$ cat src/rtl/dqpsk_pkg.sv
package dqpsk_pkg;
  typedef logic [2:0] phase_t;
  typedef logic signed [1:0] lvl_t;

  // phase step for bit pair {x,y}; pi4 picks odd steps, else even steps
  function automatic phase_t pair_step(input logic x, input logic y, input logic pi4);
    phase_t s;
    unique case ({x, y})
      2'b00: s = pi4 ? 3'd1 : 3'd0;
      2'b01: s = pi4 ? 3'd3 : 3'd2;
      2'b11: s = pi4 ? 3'd5 : 3'd4;
      default: s = pi4 ? 3'd7 : 3'd6;
    endcase
    return s;
  endfunction

  function automatic lvl_t cos_lvl(input phase_t p);
    lvl_t v;
    unique case (p)
      3'd0, 3'd1, 3'd7: v = 2'sb01;
      3'd2, 3'd6:       v = 2'sb00;
      default:          v = 2'sb11;
    endcase
    return v;
  endfunction

  function automatic lvl_t sin_lvl(input phase_t p);
    lvl_t v;
    unique case (p)
      3'd1, 3'd2, 3'd3: v = 2'sb01;
      3'd0, 3'd4:       v = 2'sb00;
      default:          v = 2'sb11;
    endcase
    return v;
  endfunction
endpackage

$ cat src/rtl/dqpsk_bit_timer.sv
module dqpsk_bit_timer #(
  parameter int SHORT_CLKS = 40,
  parameter int LONG_CLKS  = 320
) (
  input  logic clk,
  input  logic rst_n,
  input  logic slow_rate,
  output logic bit_req,
  output logic sample_stb
);
  localparam int MAXC = (LONG_CLKS > SHORT_CLKS) ? LONG_CLKS : SHORT_CLKS;
  localparam int CW   = $clog2(MAXC + 1);
  localparam logic [CW-1:0] SHORT_LAST = CW'(SHORT_CLKS - 1);
  localparam logic [CW-1:0] LONG_LAST  = CW'(LONG_CLKS - 1);
  localparam logic [CW-1:0] SHORT_MID  = CW'(SHORT_CLKS / 2);
  localparam logic [CW-1:0] LONG_MID   = CW'(LONG_CLKS / 2);

  logic [CW-1:0] cnt;
  logic [CW-1:0] last_q;
  logic [CW-1:0] mid_q;

  assign last_q = slow_rate ? LONG_LAST : SHORT_LAST;
  assign mid_q  = slow_rate ? LONG_MID  : SHORT_MID;

  always_ff @(posedge clk or negedge rst_n) begin
    if (!rst_n)             cnt <= '0;
    else if (cnt >= last_q) cnt <= '0;
    else                    cnt <= cnt + 1'b1;
  end

  assign bit_req    = rst_n && (cnt == '0);
  assign sample_stb = rst_n && (cnt == mid_q);
endmodule

$ cat src/rtl/dqpsk_prbs.sv
module dqpsk_prbs #(
  parameter int WIDTH = 9,
  parameter int TAP   = 5
) (
  input  logic clk,
  input  logic rst_n,
  input  logic advance,
  output logic bit_out
);
  logic [WIDTH-1:0] sr;

  always_ff @(posedge clk or negedge rst_n) begin
    if (!rst_n)       sr <= '1;
    else if (advance) sr <= {sr[WIDTH-2:0], sr[WIDTH-1] ^ sr[TAP-1]};
  end

  assign bit_out = sr[WIDTH-1];
endmodule

$ cat src/rtl/dqpsk_phase_acc.sv
module dqpsk_phase_acc
  import dqpsk_pkg::*;
(
  input  logic   clk,
  input  logic   rst_n,
  input  logic   bit_stb,
  input  logic   bit_in,
  input  logic   pi4,
  output phase_t phase,
  output logic   sym_stb
);
  logic   have_x;
  logic   x_hold;
  phase_t base;

  // plain mode realigns to an even index before stepping
  assign base = pi4 ? phase : {phase[2:1], 1'b0};

  always_ff @(posedge clk or negedge rst_n) begin
    if (!rst_n) begin
      have_x  <= 1'b0;
      x_hold  <= 1'b0;
      phase   <= '0;
      sym_stb <= 1'b0;
    end else begin
      sym_stb <= 1'b0;
      if (bit_stb) begin
        if (!have_x) begin
          x_hold <= bit_in;
          have_x <= 1'b1;
        end else begin
          have_x  <= 1'b0;
          phase   <= base + pair_step(x_hold, bit_in, pi4);
          sym_stb <= 1'b1;
        end
      end
    end
  end
endmodule

$ cat src/rtl/dqpsk_symbol_encoder.sv
module dqpsk_symbol_encoder
  import dqpsk_pkg::*;
#(
  parameter int SHORT_CLKS = 40,
  parameter int LONG_CLKS  = 320,
  parameter int PRBS_W     = 9,
  parameter int PRBS_TAP   = 5
) (
  input  logic       clk,
  input  logic       rst_n,
  input  logic       data_in,
  input  logic       pi4_mode,
  input  logic       prbs_mode,
  input  logic       slow_rate,
  output logic       bit_req,
  output logic       sym_stb,
  output logic [2:0] phase_idx,
  output logic [1:0] i_lvl,
  output logic [1:0] q_lvl
);
  logic   sample_stb;
  logic   prbs_bit;
  logic   enc_bit;
  phase_t phase;

  dqpsk_bit_timer #(.SHORT_CLKS(SHORT_CLKS), .LONG_CLKS(LONG_CLKS)) u_timer (
    .clk(clk), .rst_n(rst_n), .slow_rate(slow_rate),
    .bit_req(bit_req), .sample_stb(sample_stb)
  );

  dqpsk_prbs #(.WIDTH(PRBS_W), .TAP(PRBS_TAP)) u_prbs (
    .clk(clk), .rst_n(rst_n), .advance(sample_stb), .bit_out(prbs_bit)
  );

  assign enc_bit = prbs_mode ? prbs_bit : data_in;

  dqpsk_phase_acc u_acc (
    .clk(clk), .rst_n(rst_n), .bit_stb(sample_stb), .bit_in(enc_bit),
    .pi4(pi4_mode), .phase(phase), .sym_stb(sym_stb)
  );

  assign phase_idx = phase;
  assign i_lvl     = cos_lvl(phase);
  assign q_lvl     = sin_lvl(phase);
endmodule

$ cat config.mk
export PLATFORM = sky130hd
export DESIGN_NAME = dqpsk_symbol_encoder
export DESIGN_NICKNAME = d
export VERILOG_FILES = /design/src/rtl/dqpsk_pkg.sv /design/src/rtl/dqpsk_bit_timer.sv /design/src/rtl/dqpsk_prbs.sv /design/src/rtl/dqpsk_phase_acc.sv /design/src/rtl/dqpsk_symbol_encoder.sv
export SDC_FILE = /design/constraint.sdc
export NUM_CORES = 1
export LEC_CHECK = 0
export BUFFER_PORTS_ARGS = -buffer_cell sky130_fd_sc_hd__clkbuf_2
export CAP_MARGIN = 20
export CORE_ASPECT_RATIO = 1.4
export CORE_MARGIN = 3
export CORE_UTILIZATION = 33
export CTS_CLUSTER_DIAMETER = 60
export CTS_CLUSTER_SIZE = 10
export DETAILED_ROUTE_END_ITERATION = 16
export GPL_ROUTABILITY_DRIVEN = 0
export GPL_TIMING_DRIVEN = 0
export PLACE_DENSITY = 0.49
export RECOVER_POWER = 25
export SYNTH_ARGS = -nofsm -noshare
export SYNTH_HDL_FRONTEND = slang
export SYNTH_SLANG_ARGS = --single-unit
export TNS_END_PERCENT = 50
$ cat constraint.sdc
create_clock -name clk -period 2.1 [get_ports clk]
set_input_delay 0.21 -clock clk [delete_from_list [all_inputs] [get_ports clk]]
set_output_delay 0.21 -clock clk [all_outputs]
set_load 0.01 [all_outputs]
# Word-level counts from Yosys, hierarchy flattened
# Cells that the tools add are included.
word_totals:
  input_bits: 6
  wordCells: 48
  ff_bits: 24
classes:
  n_addsub: 2
  n_bitwise: 2
  n_eq_ne: 9
  n_mux: 17
  reduce_logical: 11
  magnitude_cmp: 1
ops:
  columns: ["cell", "count"]
  rows:
  - ["$mux 9", 2]
  - ["$add 9x1->9 const B", 1]
  - ["$eq 3x3->1 const B", 3]
  - ["$eq 9x9->1", 1]
  - ["$ge 9x9->1", 1]
  - ["$logic_not 9->1", 1]
  - ["$mux 1", 9]
  - ["$pmux 3 s3", 1]
  - ["$mux 8", 1]
  - ["$pmux 2 s2", 2]
  - ["$eq 3x2->1 const B", 2]
  - ["$mux 3", 2]
  - ["$reduce_or 3->1", 2]
  - ["$reduce_and 2->1", 2]
  - ["$reduce_or 2->1", 2]
  - ["$add 3x3->3", 1]
  - ["$eq 3x1->1 const B", 1]
  - ["$logic_not 3->1", 1]
  - ["$eq 2x1->1 const B", 1]
  - ["$eq 2x2->1 const B", 1]
  - ["$logic_and 1x1->1", 2]
  - ["$logic_not 2->1", 1]
  - ["$not 1->1", 1]
  - ["$xor 1x1->1", 1]

# Logic depth before layout (Yosys ltp)
# Gate-level depths: netlist (run 1).
depth:
  ltp_word: 6
  depth_mapped: 8
  ltp_nobuf: 6

# Cells and area by module
# A second synthesis (run 1) with hierarchy kept.
unflattened:
  cells_unflattened: 114
  area_unflattened_um2: 1295.0
modules_own_cells:
  columns: ["module", "n_inst", "area_per_inst_um2", "cells_each"]
  rows:
  - ["dqpsk_bit_timer", 1, 574.3, 60]
  - ["dqpsk_prbs", 1, 385.4, 21]
  - ["dqpsk_phase_acc", 1, 286.5, 27]
  - ["dqpsk_symbol_encoder", 1, 48.8, 6]

# Worst setup path after synthesis (run 1)
# OpenSTA, ideal clock, no wires.
synth_path:
  path_kind: "reg2reg"
  startpoint: "register u_timer.cnt[7]"
  endpoint: "register u_prbs.sr[3]"
  stages_incl_launch_ff: 6
  required_ps: 2018
  setup_slack_ps: 190
  arrival_ps: 1828
  n_path_buf: 2
  cell_sequence: "dfrtp_1 > or4b_1 > a2111o_1 > buf_6 > buf_8 > mux2_4"
synth_via:
  elab_chain_cells: 2
synth_lines:
  columns: ["element", "line_no", "rtl"]
  rows:
  - ["start: declaration", "dqpsk_bit_timer.sv:18", "logic [CW-1:0] cnt;"]
  - ["start signal: assignment", "dqpsk_bit_timer.sv:28", "else cnt <= cnt + 1'b1;"]
  - ["$eq 9x9->1", "dqpsk_bit_timer.sv:32", "assign sample_stb = rst_n && (cnt == mid_q);"]
  - ["$logic_and 1x1->1", "dqpsk_bit_timer.sv:32", null]
  - ["end signal: assignment", "dqpsk_prbs.sv:14", "else if (advance) sr <= {sr[WIDTH-2:0], sr[WIDTH-1] ^ sr[TAP-1]};"]
  - ["end: declaration", "dqpsk_prbs.sv:10", "logic [WIDTH-1:0] sr;"]
# No other way between the ends.
# A chain may end at the register's enable or synchronous reset.

# Worst setup path after layout (run 1)
layout_path:
  startpoint: "register u_timer.cnt[5]"
  endpoint: "register u_prbs.sr[3]"
# Same word-level chain as after synthesis.

==> results.sh, run 1 <==
export IMPL_drt_first_pass_iters=2
export IMPL_ys_seq_area_share_pct=49.2
export IMPL_path_cells="or4b_1, a2111o_1, buf_6, buf_8, mux2_4"
export IMPL_synth_most_common_cell="dfrtp_1"
export IMPL_synth_edf_count=0
export IMPL_die_h_um=78.6
export IMPL_synth_area_um2=1240
export IMPL_path_delay_family="simple AND/OR/NAND/NOR gates"
export IMPL_n_antenna_cell=0
export IMPL_synth_distinct_cells=31
export IMPL_ctsLongestPathBuffers=2
export IMPL_grt_max_degree=16
export IMPL_slew_headroom_pct=51.6
export IMPL_synth_largest_area_cell="dfrtp_1"
export IMPL_layout_min_cycle_time_ps=1990
export IMPL_avgRoutedWirePerCell_um=12.7
export IMPL_grt_util_all_layers_pct=11.4
export IMPL_async_flop_share_pct=100
export IMPL_rsz0062_at_grt="false"
export IMPL_cp_slowest_cell="or4b_1"
export IMPL_clk_pin_slew_worst_paths_ps=90
export IMPL_detail_route_antenna_nets=0
export IMPL_synth_top_area_share_pct=30.2
export IMPL_finalWirelength_mm=2.19
export IMPL_drt_iter0_drc=32
export IMPL_finalSetupViolCount=0
export IMPL_status="finished clean"
export IMPL_slew_viol_final=0
export IMPL_synthCells=112
export IMPL_syn_num_nets=124
export IMPL_port_buffers=14
export IMPL_fin_nets=145
export IMPL_post_route_drc_count=0
export IMPL_clock_sinks=24
export IMPL_finalSetupTns_ps=0
export IMPL_critPathMaxFanout=10
export IMPL_vias_per_cell=4.88
export IMPL_num_rows=25
export IMPL_core_um2=3500
export IMPL_worst_pin_slew_ps=724
export IMPL_die_w_um=57.9
export IMPL_initial_utilization_pct=35.5
export IMPL_peakVddDrop_v=0.000622
export IMPL_drv_cap=0
export IMPL_cts_buffers=3
export IMPL_fmax_mhz=502
export IMPL_ios=15
export IMPL_synthFlopType="dfrtp_1"
export IMPL_cp_end_kind="register"
export IMPL_overflow=0
export IMPL_grt_antenna_before_repair=0
export IMPL_hold_violations=0
export IMPL_yosysWarnings=0
export IMPL_p_per_area_nw_per_um2=818
export IMPL_ys_ff_latch=24
export IMPL_cts_htree_levels=1
export IMPL_required_ps=2300
export IMPL_hold_class="in -> reg"
export IMPL_synthTopCellsByArea="dfrtp_1, dfstp_2, ha_1"
export IMPL_path_class="reg -> reg"
export IMPL_crit_buf_inv=2
export IMPL_cts_root_buf="clkbuf_8"
export IMPL_grt_pass1_wl_mm=4.02
export IMPL_fin_crit_sh_pct=94.9
export IMPL_die_area_um2=4550
export IMPL_finalPower_w=0.00117
export IMPL_fin_skew_ps=5.42
export IMPL_ys_top_cells_by_count="dfrtp_1, nor2_1, dfstp_2, nand2_1"
export IMPL_area_growth_pct=14.9
export IMPL_cp_arrival_ps=2190
export IMPL_grt_pass1_vias=871
export IMPL_drive_above_1_share_pct=26.5
export IMPL_post_cts_resized=0
export IMPL_hpwlAfterDp_mm=1.55
export IMPL_cpPeakStageDelay_ps=490
export IMPL_leakagePower_nw=0.639
export IMPL_cts_tree="done"
export IMPL_synth_avg_cell_area_um2=11.1
export IMPL_start_kind="register"
export IMPL_num_vias=839
export IMPL_clk_insertion_delay_late_ps=260
## cell type report
type / instances / area, um^2
Timing Repair Buffer: 16 / 80.1
Fill cell: 362 / 2080
Clock buffer: 4 / 55.1
Multi-Input combinational cell: 78 / 571
Sequential cell: 24 / 612
Tap cell: 40 / 50.0
Buffer: 3 / 33.8
Inverter: 7 / 26.3
## cells by family after synthesis
logic type	synth area share, %
buffers and inverters	4.83
AOI/OAI and AO/OA	6.14
DFF	49.2
xor gates and xnor gates	8.46
adders and majority gates	6.65
muxes	9.77
and+or+nand+nor	14.9
## sequential cells by signal, indices dropped and copies added (netlist names)
name           cells
u_acc.sym_stb      1
u_acc.x_hold       1
u_prbs.sr          9
u_acc.phase        3
u_timer.cnt        9
u_acc.have_x       1
## worst reg2reg max path: stages (launching register included)
cell	delay (ps)
dfrtp_1	470
or4b_1	490
a2111o_1	390
buf_6	150
buf_8	140
mux2_4	290
## per-stage QoR
step	instance area, um^2	std cells	utilization, %	hold WS (ps)	setup slack (ps)
after floorplan	1240	112	-	-85.6	190
after global placement	1360	166	38.9	256	18.2
after detailed placement	1360	166	38.9	259	20.9
after CTS	1430	171	40.8	65.1	93.0
after global routing	1430	172	40.8	228	3.75
final	1430	172	40.8	194	107
## cells in the final DEF (no fill, tap or decap), types with 3 or more instances in the layout
| cell | instances |
|---|---|
| ha_1 | 5 |
| xnor2_1 | 7 |
| clkbuf_1 | 6 |
| o21ai_0 | 4 |
| inv_1 | 7 |
| o21ai_1 | 3 |
| dfrtp_1 | 15 |
| xor2_1 | 5 |
| dfstp_2 | 9 |
| nor2_1 | 11 |
| clkbuf_2 | 8 |
| a21oi_1 | 3 |
| mux2_4 | 3 |
| nand2_1 | 8 |
| clkbuf_8 | 4 |
| nor3_1 | 4 |
| mux2_2 | 5 |
| nand3_1 | 4 |
## timing repair
item | in CTS | in global routing
endpoints found under the hold margin | 15 | 0
setup endpoints to repair | 0 | 1
hold buffers | 1 | 0
setup buffers | 0 | 1
## path summary, 6_finish.rpt
| kind | start | end | slack (ps) | cells after the start |
|---|---|---|---|---|
| setup / recovery | u_timer.cnt[5]$_DFF_PN0_ | u_prbs.sr[3]$_DFFE_PN1N_ | 110 | 5 |
| hold / removal | pi4_mode | u_acc.phase[0]$_DFFE_PN0P_ | 190 | 3 |
| setup reg to reg | u_timer.cnt[5]$_DFF_PN0_ | u_prbs.sr[3]$_DFFE_PN1N_ | 110 | 5 |
| hold reg to reg | u_prbs.sr[0]$_DFFE_PN1N_ | u_prbs.sr[0]$_DFFE_PN1N_ | 490 | 2 |
| max in group asynchronous | rst_n | u_timer.cnt[0]$_DFF_PN0_ | 670 | 2 |
| min in group asynchronous | rst_n | u_prbs.sr[7]$_DFFE_PN1N_ | 250 | 1 |
## routing by layer
metal	vias up	GRT usage [%]	wire length (um)	share of wire (%)
li1	417	-	-	-
met1	398	14.3	983	45
met2	18	18.0	1050	48
met3	6	1.97	92	4.2
met4	0	6.50	59	2.7
met5	-	0	0	0
## power breakdown
| group | total (W) | switching (W) | leakage, nW | internal [W] |
|---|---|---|---|---|
| Clock | 0.000316 | 0.000149 | 0.0288 | 0.000167 |
| Sequential | 0.000584 | 0.0000662 | 0.291 | 0.000518 |
| Combinational | 0.000268 | 0.000143 | 0.319 | 0.000125 |
| Total | 0.00117 | 0.000358 | 0.639 | 0.000810 |
Note: power is estimated with default switching activity, not from simulation.
==> inputs of run 2 (changes only) <==
--- a/config.mk
+++ b/config.mk
@@ -15,7 +15,7 @@
 export DETAILED_ROUTE_END_ITERATION = 16
 export GPL_ROUTABILITY_DRIVEN = 0
 export GPL_TIMING_DRIVEN = 0
-export PLACE_DENSITY = 0.49
+export PLACE_DENSITY = 0.51
 export RECOVER_POWER = 25
 export SYNTH_ARGS = -nofsm -noshare
 export SYNTH_HDL_FRONTEND = slang
==> constraint.sdc (replaced) <==
create_clock -name clk -period 1.6 [get_ports clk]
set_input_delay 0.16 -clock clk [delete_from_list [all_inputs] [get_ports clk]]
set_output_delay 0.16 -clock clk [all_outputs]
set_load 0.01 [all_outputs]
==> run 2 against run 1 <==
  * Sequential power grew 30%
  * Routed wire length grew 4.9%
  * Via count grew 4.6%
  * Count of clock-buffer cells in the layout shrank 1
  * Maximum frequency grew 4.4%
  * Die area is the same
  * Cell count grew 3.5%
  * Worst setup slack lost 420 ps
  * Global-route usage grew 0.21 points
  * Clock skew grew 4.5 ps
  * The run now ends with hold timing, setup timing left
  * Highest routed layer unchanged
==> results.sh, run 2 (synthesized netlist as in run 1, its figures left out) <==
export IMPL_status="finished, violations left"
export IMPL_violations="hold timing, setup timing"
export IMPL_swShare_pct=29.4
export IMPL_reg_largest_list="u_prbs.sr x9, u_timer.cnt x9, u_acc.phase x3"
export IMPL_avgRoutedWirePerCell_um=12.9
export IMPL_hold_violations=8
export IMPL_combinationalPowerShare_pct=25.9
export IMPL_layout_min_cycle_time_ps=1910
export IMPL_crit_buf_inv=2
export IMPL_hpwlAfterDp_mm=1.51
export IMPL_slew_headroom_pct=50.4
export IMPL_grt_pass1_wl_mm=4.04
export IMPL_drv_cap=0
export IMPL_hold_class="in -> async"
export IMPL_grt_util_all_layers_pct=11.6
export IMPL_cts_buffers=3
export IMPL_path_cells="or4b_1, a2111o_1, buf_6, buf_8, mux2_4"
export IMPL_cts_root_buf="clkbuf_8"
export IMPL_clk_pin_slew_worst_paths_ps=100
export IMPL_met3_length_um=103
export IMPL_finalSetupViolCount=16
export IMPL_post_route_drc_count=0
export IMPL_p_int_w=0.00124
export IMPL_fin_ws_ps=-310
export IMPL_critPathMaxFanout=10
export IMPL_grt_max_degree=16
export IMPL_p_per_area_nw_per_um2=1130
export IMPL_p_switching_w=0.000516
export IMPL_die_w_um=57.9
export IMPL_required_ps=1810
export IMPL_overflow=0
export IMPL_rsz0062_at_grt="true"
export IMPL_fin_nets=151
export IMPL_clock_sinks=24
export IMPL_drive_above_1_share_pct=39.9
export IMPL_cpPeakStageDelay_ps=520
export IMPL_finalPower_w=0.00175
export IMPL_hold_ws_ps=-7.05
export IMPL_num_vias=878
export IMPL_wl_met1_mm=1.06
export IMPL_final_cell_mix="clkbuf_2, dfrtp_1, nor2_1"
export IMPL_fmax_mhz=524
export IMPL_cts_htree_levels=1
export IMPL_detail_route_antenna_nets=0
export IMPL_seqPwrFrac_pct=43.2
export IMPL_start_kind="register"
export IMPL_cp_end_kind="register"
export IMPL_drt_iter0_drc=31
export IMPL_slew_viol_final=0
export IMPL_met2_length_mm=1.05
export IMPL_dp_cells=166
export IMPL_cts_tree="done"
export IMPL_clk_insertion_delay_late_ps=270
export IMPL_path_delay_family="simple AND/OR/NAND/NOR gates"
export IMPL_peakVddDrop_v=0.000698
export IMPL_n_antenna_cell=0
export IMPL_area_growth_pct=24.9
export IMPL_die_h_um=78.6
export IMPL_highest_layer="met4"
export IMPL_ctsLongestPathBuffers=2
export IMPL_pwr_share_clk_pct=30.9
export IMPL_finalWirelength_mm=2.29
export IMPL_grt_antenna_before_repair=0
export IMPL_die_area_um2=4550
export IMPL_leakagePower_nw=0.710
export IMPL_cp_arrival_ps=2120
export IMPL_fin_skew_ps=9.93
export IMPL_grt_pass1_vias=925
export IMPL_path_class="reg -> reg"
export IMPL_ios=15
export IMPL_fin_crit_sh_pct=119
export IMPL_cp_slowest_cell="or4b_1"
export IMPL_vias_per_cell=4.93
export IMPL_port_buffers=14
export IMPL_worst_pin_slew_ps=741
export IMPL_core_um2=3500
export IMPL_instances_no_fill=178
export IMPL_initial_utilization_pct=35.5
export IMPL_drt_first_pass_iters=4
export IMPL_num_rows=25
run 2: changes by cell type in the layout (fill, tap and decap cells not counted), sizes merged:
cell	previous run	this run
buf	4	11
bufinv	0	1
clkbuf	18	16
run 2: power groups by stage:
stage               registers [W]  logic, W  clock network (W)
floorplan                0.000756  0.000273                  0
global placement         0.000777  0.000341                  0
detailed placement       0.000780  0.000348                  0
CTS                      0.000759  0.000437           0.000549
global route             0.000774  0.000516           0.000579
finish                   0.000759  0.000454           0.000541
run 2: path summary, 6_finish.rpt:
| kind | slack (ps) | startpoint | to | cells after the start |
|---|---|---|---|---|
| setup / recovery | -310 | u_timer.cnt[7]$_DFF_PN0_ | u_prbs.sr[3]$_DFFE_PN1N_ | 5 |
| hold / removal | -7 | rst_n | u_prbs.sr[7]$_DFFE_PN1N_ | 1 |
| setup reg to reg | -310 | u_timer.cnt[7]$_DFF_PN0_ | u_prbs.sr[3]$_DFFE_PN1N_ | 5 |
| hold reg to reg | 470 | u_prbs.sr[0]$_DFFE_PN1N_ | u_prbs.sr[0]$_DFFE_PN1N_ | 2 |
| max in group asynchronous | 370 | rst_n | u_timer.cnt[5]$_DFF_PN0_ | 2 |
| min in group clk | 130 | pi4_mode | u_acc.phase[0]$_DFFE_PN0P_ | 3 |
run 2: what timing repair did:
action                                  4_1_cts  5_1_grt
endpoints found under the hold margin        15        0
endpoints found under the setup margin       25       25
gates resized for setup                       8       10
buffers inserted                              7        0
pin swaps                                     2        1
hold buffers                                  1        0
run 2: cell type report:
class | count | area [um^2]
fill | 334 | 1950
multi-input combinational | 78 | 616
sequential | 24 | 614
timing repair buffer | 22 | 136
tap | 40 | 50.0
clock buffer | 3 | 41.3
buffer | 3 | 37.5
clock inverter | 1 | 30.0
inverter | 7 | 26.3
run 2: layer usage:
metal  vias to the layer above  global-route usage (%)
li1                        427                       -
met4                         0                    7.66
met3                         8                    2.30
met2                        19                    18.3
met5                         -                       0
met1                       424                    13.9
run 2: stage by stage:
step                utilization [%]  area, um^2  worst slack, ps  setup TNS (ps)
global placement               38.9        1360             -433           -6620
CTS                            43.8        1530             -314           -4320
global route                   44.3        1550             -366           -5060
detailed placement             38.9        1360             -436           -7030
finish                         44.3        1550             -310           -4040
floorplan                         -        1240             -310           -3250
==> inputs of run 3 (changes only) <==
--- a/config.mk
+++ b/config.mk
@@ -5,8 +5,8 @@
 export SDC_FILE = /design/constraint.sdc
 export NUM_CORES = 1
 export LEC_CHECK = 0
+export ABC_AREA = 1
 export BUFFER_PORTS_ARGS = -buffer_cell sky130_fd_sc_hd__clkbuf_2
-export CAP_MARGIN = 20
 export CORE_ASPECT_RATIO = 1.4
 export CORE_MARGIN = 3
 export CORE_UTILIZATION = 33
@@ -15,6 +15,7 @@
 export DETAILED_ROUTE_END_ITERATION = 16
 export GPL_ROUTABILITY_DRIVEN = 0
 export GPL_TIMING_DRIVEN = 0
+export MAX_ROUTING_LAYER = met4
 export PLACE_DENSITY = 0.51
 export RECOVER_POWER = 25
 export SYNTH_ARGS = -nofsm -noshare
==> run 3 against run 2 <==
  * Largest power group unchanged
  * Highest routed layer unchanged
  * Global-route usage increased by 0.71 points
  * Register-to-register slack improved by 290 ps
  * Maximum frequency increased by 18%
  * The run ends with setup timing left
  * Cell area increased by 2.5%
  * Non-clock buffer count decreased by 4
  * Die area increased by 4.4%
  * Critical path depth increased by 3
  * Utilization decreased by 1.4 points
  * Sequential share of layout area decreased by 1.0 points
  * Routed wire length increased by 8.9%
  * Clock skew decreased by 8.6 ps
  * Sequential cell count unchanged
==> results.sh, run 3 <==
export IMPL_area_growth_pct=22.1
export IMPL_path_cells="mux2_4, xnor2_2, fa_2, xnor2_2, nand3_1, nand2_1, nand2_1, inv_1"
export IMPL_cts_htree_levels=1
export IMPL_grt_pass1_vias=1057
export IMPL_fin_skew_ps=1.29
export IMPL_clk_pin_slew_worst_paths_ps=80
export IMPL_status="finished, violations left"
export IMPL_r2r_setup_slack_ps=-20
export IMPL_synth_most_common_cell="nand2_1"
export IMPL_die_area_um2=4750
export IMPL_ios=15
export IMPL_die_h_um=80.3
export IMPL_fin_crit_sh_pct=101
export IMPL_grt_antenna_before_repair=0
export IMPL_grt_max_degree=16
export IMPL_post_dp_cell_area_um2=1440
export IMPL_num_rows=26
export IMPL_num_vias=1051
export IMPL_clk_insertion_delay_late_ps=260
export IMPL_synth_avg_cell_area_um2=8.14
export IMPL_cts_buffers=3
export IMPL_cts_tree="done"
export IMPL_hpwlAfterDp_mm=1.81
export IMPL_worst_pin_slew_ps=690
export IMPL_reg_largest_list="u_prbs.sr x9, u_timer.cnt x9, u_acc.phase x3"
export IMPL_hold_class="in -> async"
export IMPL_required_ps=1770
export IMPL_drt_first_pass_iters=4
export IMPL_core_um2=3710
export IMPL_async_flop_share_pct=100
export IMPL_synthCells=160
export IMPL_cp_arrival_ps=1790
export IMPL_cp_end_kind="register"
export IMPL_hold_violations=0
export IMPL_leakagePower_nw=0.778
export IMPL_drt_iter0_drc=20
export IMPL_vias_per_cell=4.67
export IMPL_syn_num_nets=172
export IMPL_r2r_start="u_prbs.sr[8]$_DFFE_PN1N_"
export IMPL_synth_area_um2=1300
export IMPL_ys_ff_latch=24
export IMPL_cpPeakStageDelay_ps=380
export IMPL_postLayoutCellArea_um2=1590
export IMPL_cts_root_buf="clkbuf_8"
export IMPL_synthFlopType="dfrtp_1"
export IMPL_violations="setup timing"
export IMPL_slew_headroom_pct=53.9
export IMPL_dp_cells=216
export IMPL_fmax_mhz=617
export IMPL_layout_min_cycle_time_ps=1620
export IMPL_finalWirelength_mm=2.50
export IMPL_critPathMaxFanout=2
export IMPL_cp_slowest_cell="dfstp_2"
export IMPL_clock_sinks=24
export IMPL_synth_distinct_cells=22
export IMPL_finalSetupViolCount=1
export IMPL_post_route_drc_count=0
export IMPL_avgRoutedWirePerCell_um=11.1
export IMPL_drive_above_1_share_pct=27.3
export IMPL_die_w_um=59.1
export IMPL_grt_pass1_wl_mm=4.46
export IMPL_start_kind="register"
export IMPL_grt_util_all_layers_pct=12.3
export IMPL_rr_endpoint="u_acc.phase[2]$_DFFE_PN0P_"
export IMPL_synthTopCellsByArea="dfrtp_1, dfstp_2, nand2_1"
export IMPL_reg2reg_depth=8
export IMPL_slew_viol_final=0
export IMPL_ys_seq_area_share_pct=47.0
export IMPL_rsz0062_at_grt="true"
export IMPL_overflow=0
export IMPL_synth_edf_count=0
export IMPL_initial_utilization_pct=35.1
export IMPL_ys_top_cells_by_count="nand2_1, inv_1, nor2_1, dfrtp_1, nand3_1"
export IMPL_n_antenna_cell=0
export IMPL_instances_no_fill=225
export IMPL_num_fill_cells=393
export IMPL_yosysWarnings=0
export IMPL_drv_cap=0
export IMPL_startpoint="u_prbs.sr[8]$_DFFE_PN1N_"
export IMPL_synth_largest_area_cell="dfrtp_1"
export IMPL_peakVddDrop_v=0.000758
export IMPL_detail_route_antenna_nets=0
export IMPL_ctsLongestPathBuffers=2
export IMPL_final_common_cell="nand2_1"
export IMPL_path_class="reg -> reg"
export IMPL_final_cell_mix="nand2_1, inv_1, nor2_1"
export IMPL_fin_nets=196
export IMPL_synth_top_area_share_pct=28.8
export IMPL_fin_ws_ps=-20.3
export IMPL_p_per_area_nw_per_um2=1120
export IMPL_port_buffers=14
==> run 3: changes by cell type after synthesis, sizes merged, moves of 3 or more <==
| cell | delta |
|---|---|
| nand2 | +43 |
| or2 | -3 |
| nor2 | +7 |
| inv | +16 |
| nand3 | +10 |
| mux2 | -7 |
| xnor2 | -3 |
| nand4 | +3 |
==> run 3: worst max path at each step <==
stage                                  to  slack (ps)  depth (start not counted)
6_report       u_acc.phase[2]$_DFFE_PN0P_         -20                          8
3_5_place_dp     u_acc.x_hold$_DFFE_PN0P_         -90                         10
2_1_floorplan  u_acc.phase[2]$_DFFE_PN0P_           7                          7
3_3_place_gp     u_acc.x_hold$_DFFE_PN0P_        -100                         10
4_1_cts        u_acc.phase[2]$_DFFE_PN0P_         -30                          8
5_1_grt        u_acc.phase[2]$_DFFE_PN0P_        -100                          8
==> run 3: area by class of cell <==
type	count	area (um^2)	area share, %
timing repair buffer	19	104	6.53
clock buffer	3	41.3	2.60
sequential	24	613	38.6
clock inverter	1	30.0	1.89
multi-input combinational	111	641	40.3
inverter	23	86.3	5.43
tap	42	52.6	3.30
buffer	2	22.5	1.42
==> run 3: repair_timing <==
item,CTS,global route
setup endpoints to repair,14,8
pin swaps,4,4
hold endpoints to repair,15,0
gates resized for setup,5,6
hold buffers,1,0
gates cloned,0,1
buffers inserted,2,1
==> run 3: power by group <==
part	switching [W]	internal, W	total (W)
logic	0.000263	0.000198	0.000461
registers	0.000102	0.000692	0.000793
clock network	0.000188	0.000334	0.000522
==> run 3: per-stage QoR <==
step                      total power [W]  util (%)  setup WS [ps]  setup TNS [ps]  hold WS [ps]
after floorplan                   0.00109         -           7.17               0          -136
after global placement            0.00120      38.7          -95.5            -319           209
after detailed placement          0.00120      38.7          -90.2            -277           212
after CTS                         0.00178      42.0          -33.6           -33.6          51.9
after global routing              0.00191      42.9          -97.1            -142          66.6
final                             0.00178      42.9          -20.3           -20.3          49.7
==> run 3: per-layer routing <==
layer | up-vias | wire length [um] | global-route usage, %
li1 | 537 | - | -
met1 | 492 | 1090 | 14.3
met2 | 16 | 1270 | 20.6
met3 | 6 | 68 | 1.93
met4 | 0 | 65 | 5.44
met5 | - | 0 | -
==> run 3: logic make-up (layout without fill, tap and decap cells) <==
kind of cell | Yosys count | count (layout) | synth area share (%)
simple gates | 88 | 88 | 29.0
buf+inv | 25 | 48 | 8.36
flops | 24 | 24 | 47.0
compound gates | 8 | 8 | 3.07
xor+xnor | 8 | 8 | 5.38
fa+ha+maj | 6 | 6 | 6.34
mux | 1 | 1 | 0.864
==> run 3: worst max-delay path, delay by kind of cell, from the launching register on <==
kind,cells,cell delay (ps)
fa+ha+maj,1,370
mux,1,270
buf+inv,1,30
xor+xnor,2,280
flops,1,380
simple gates,3,190
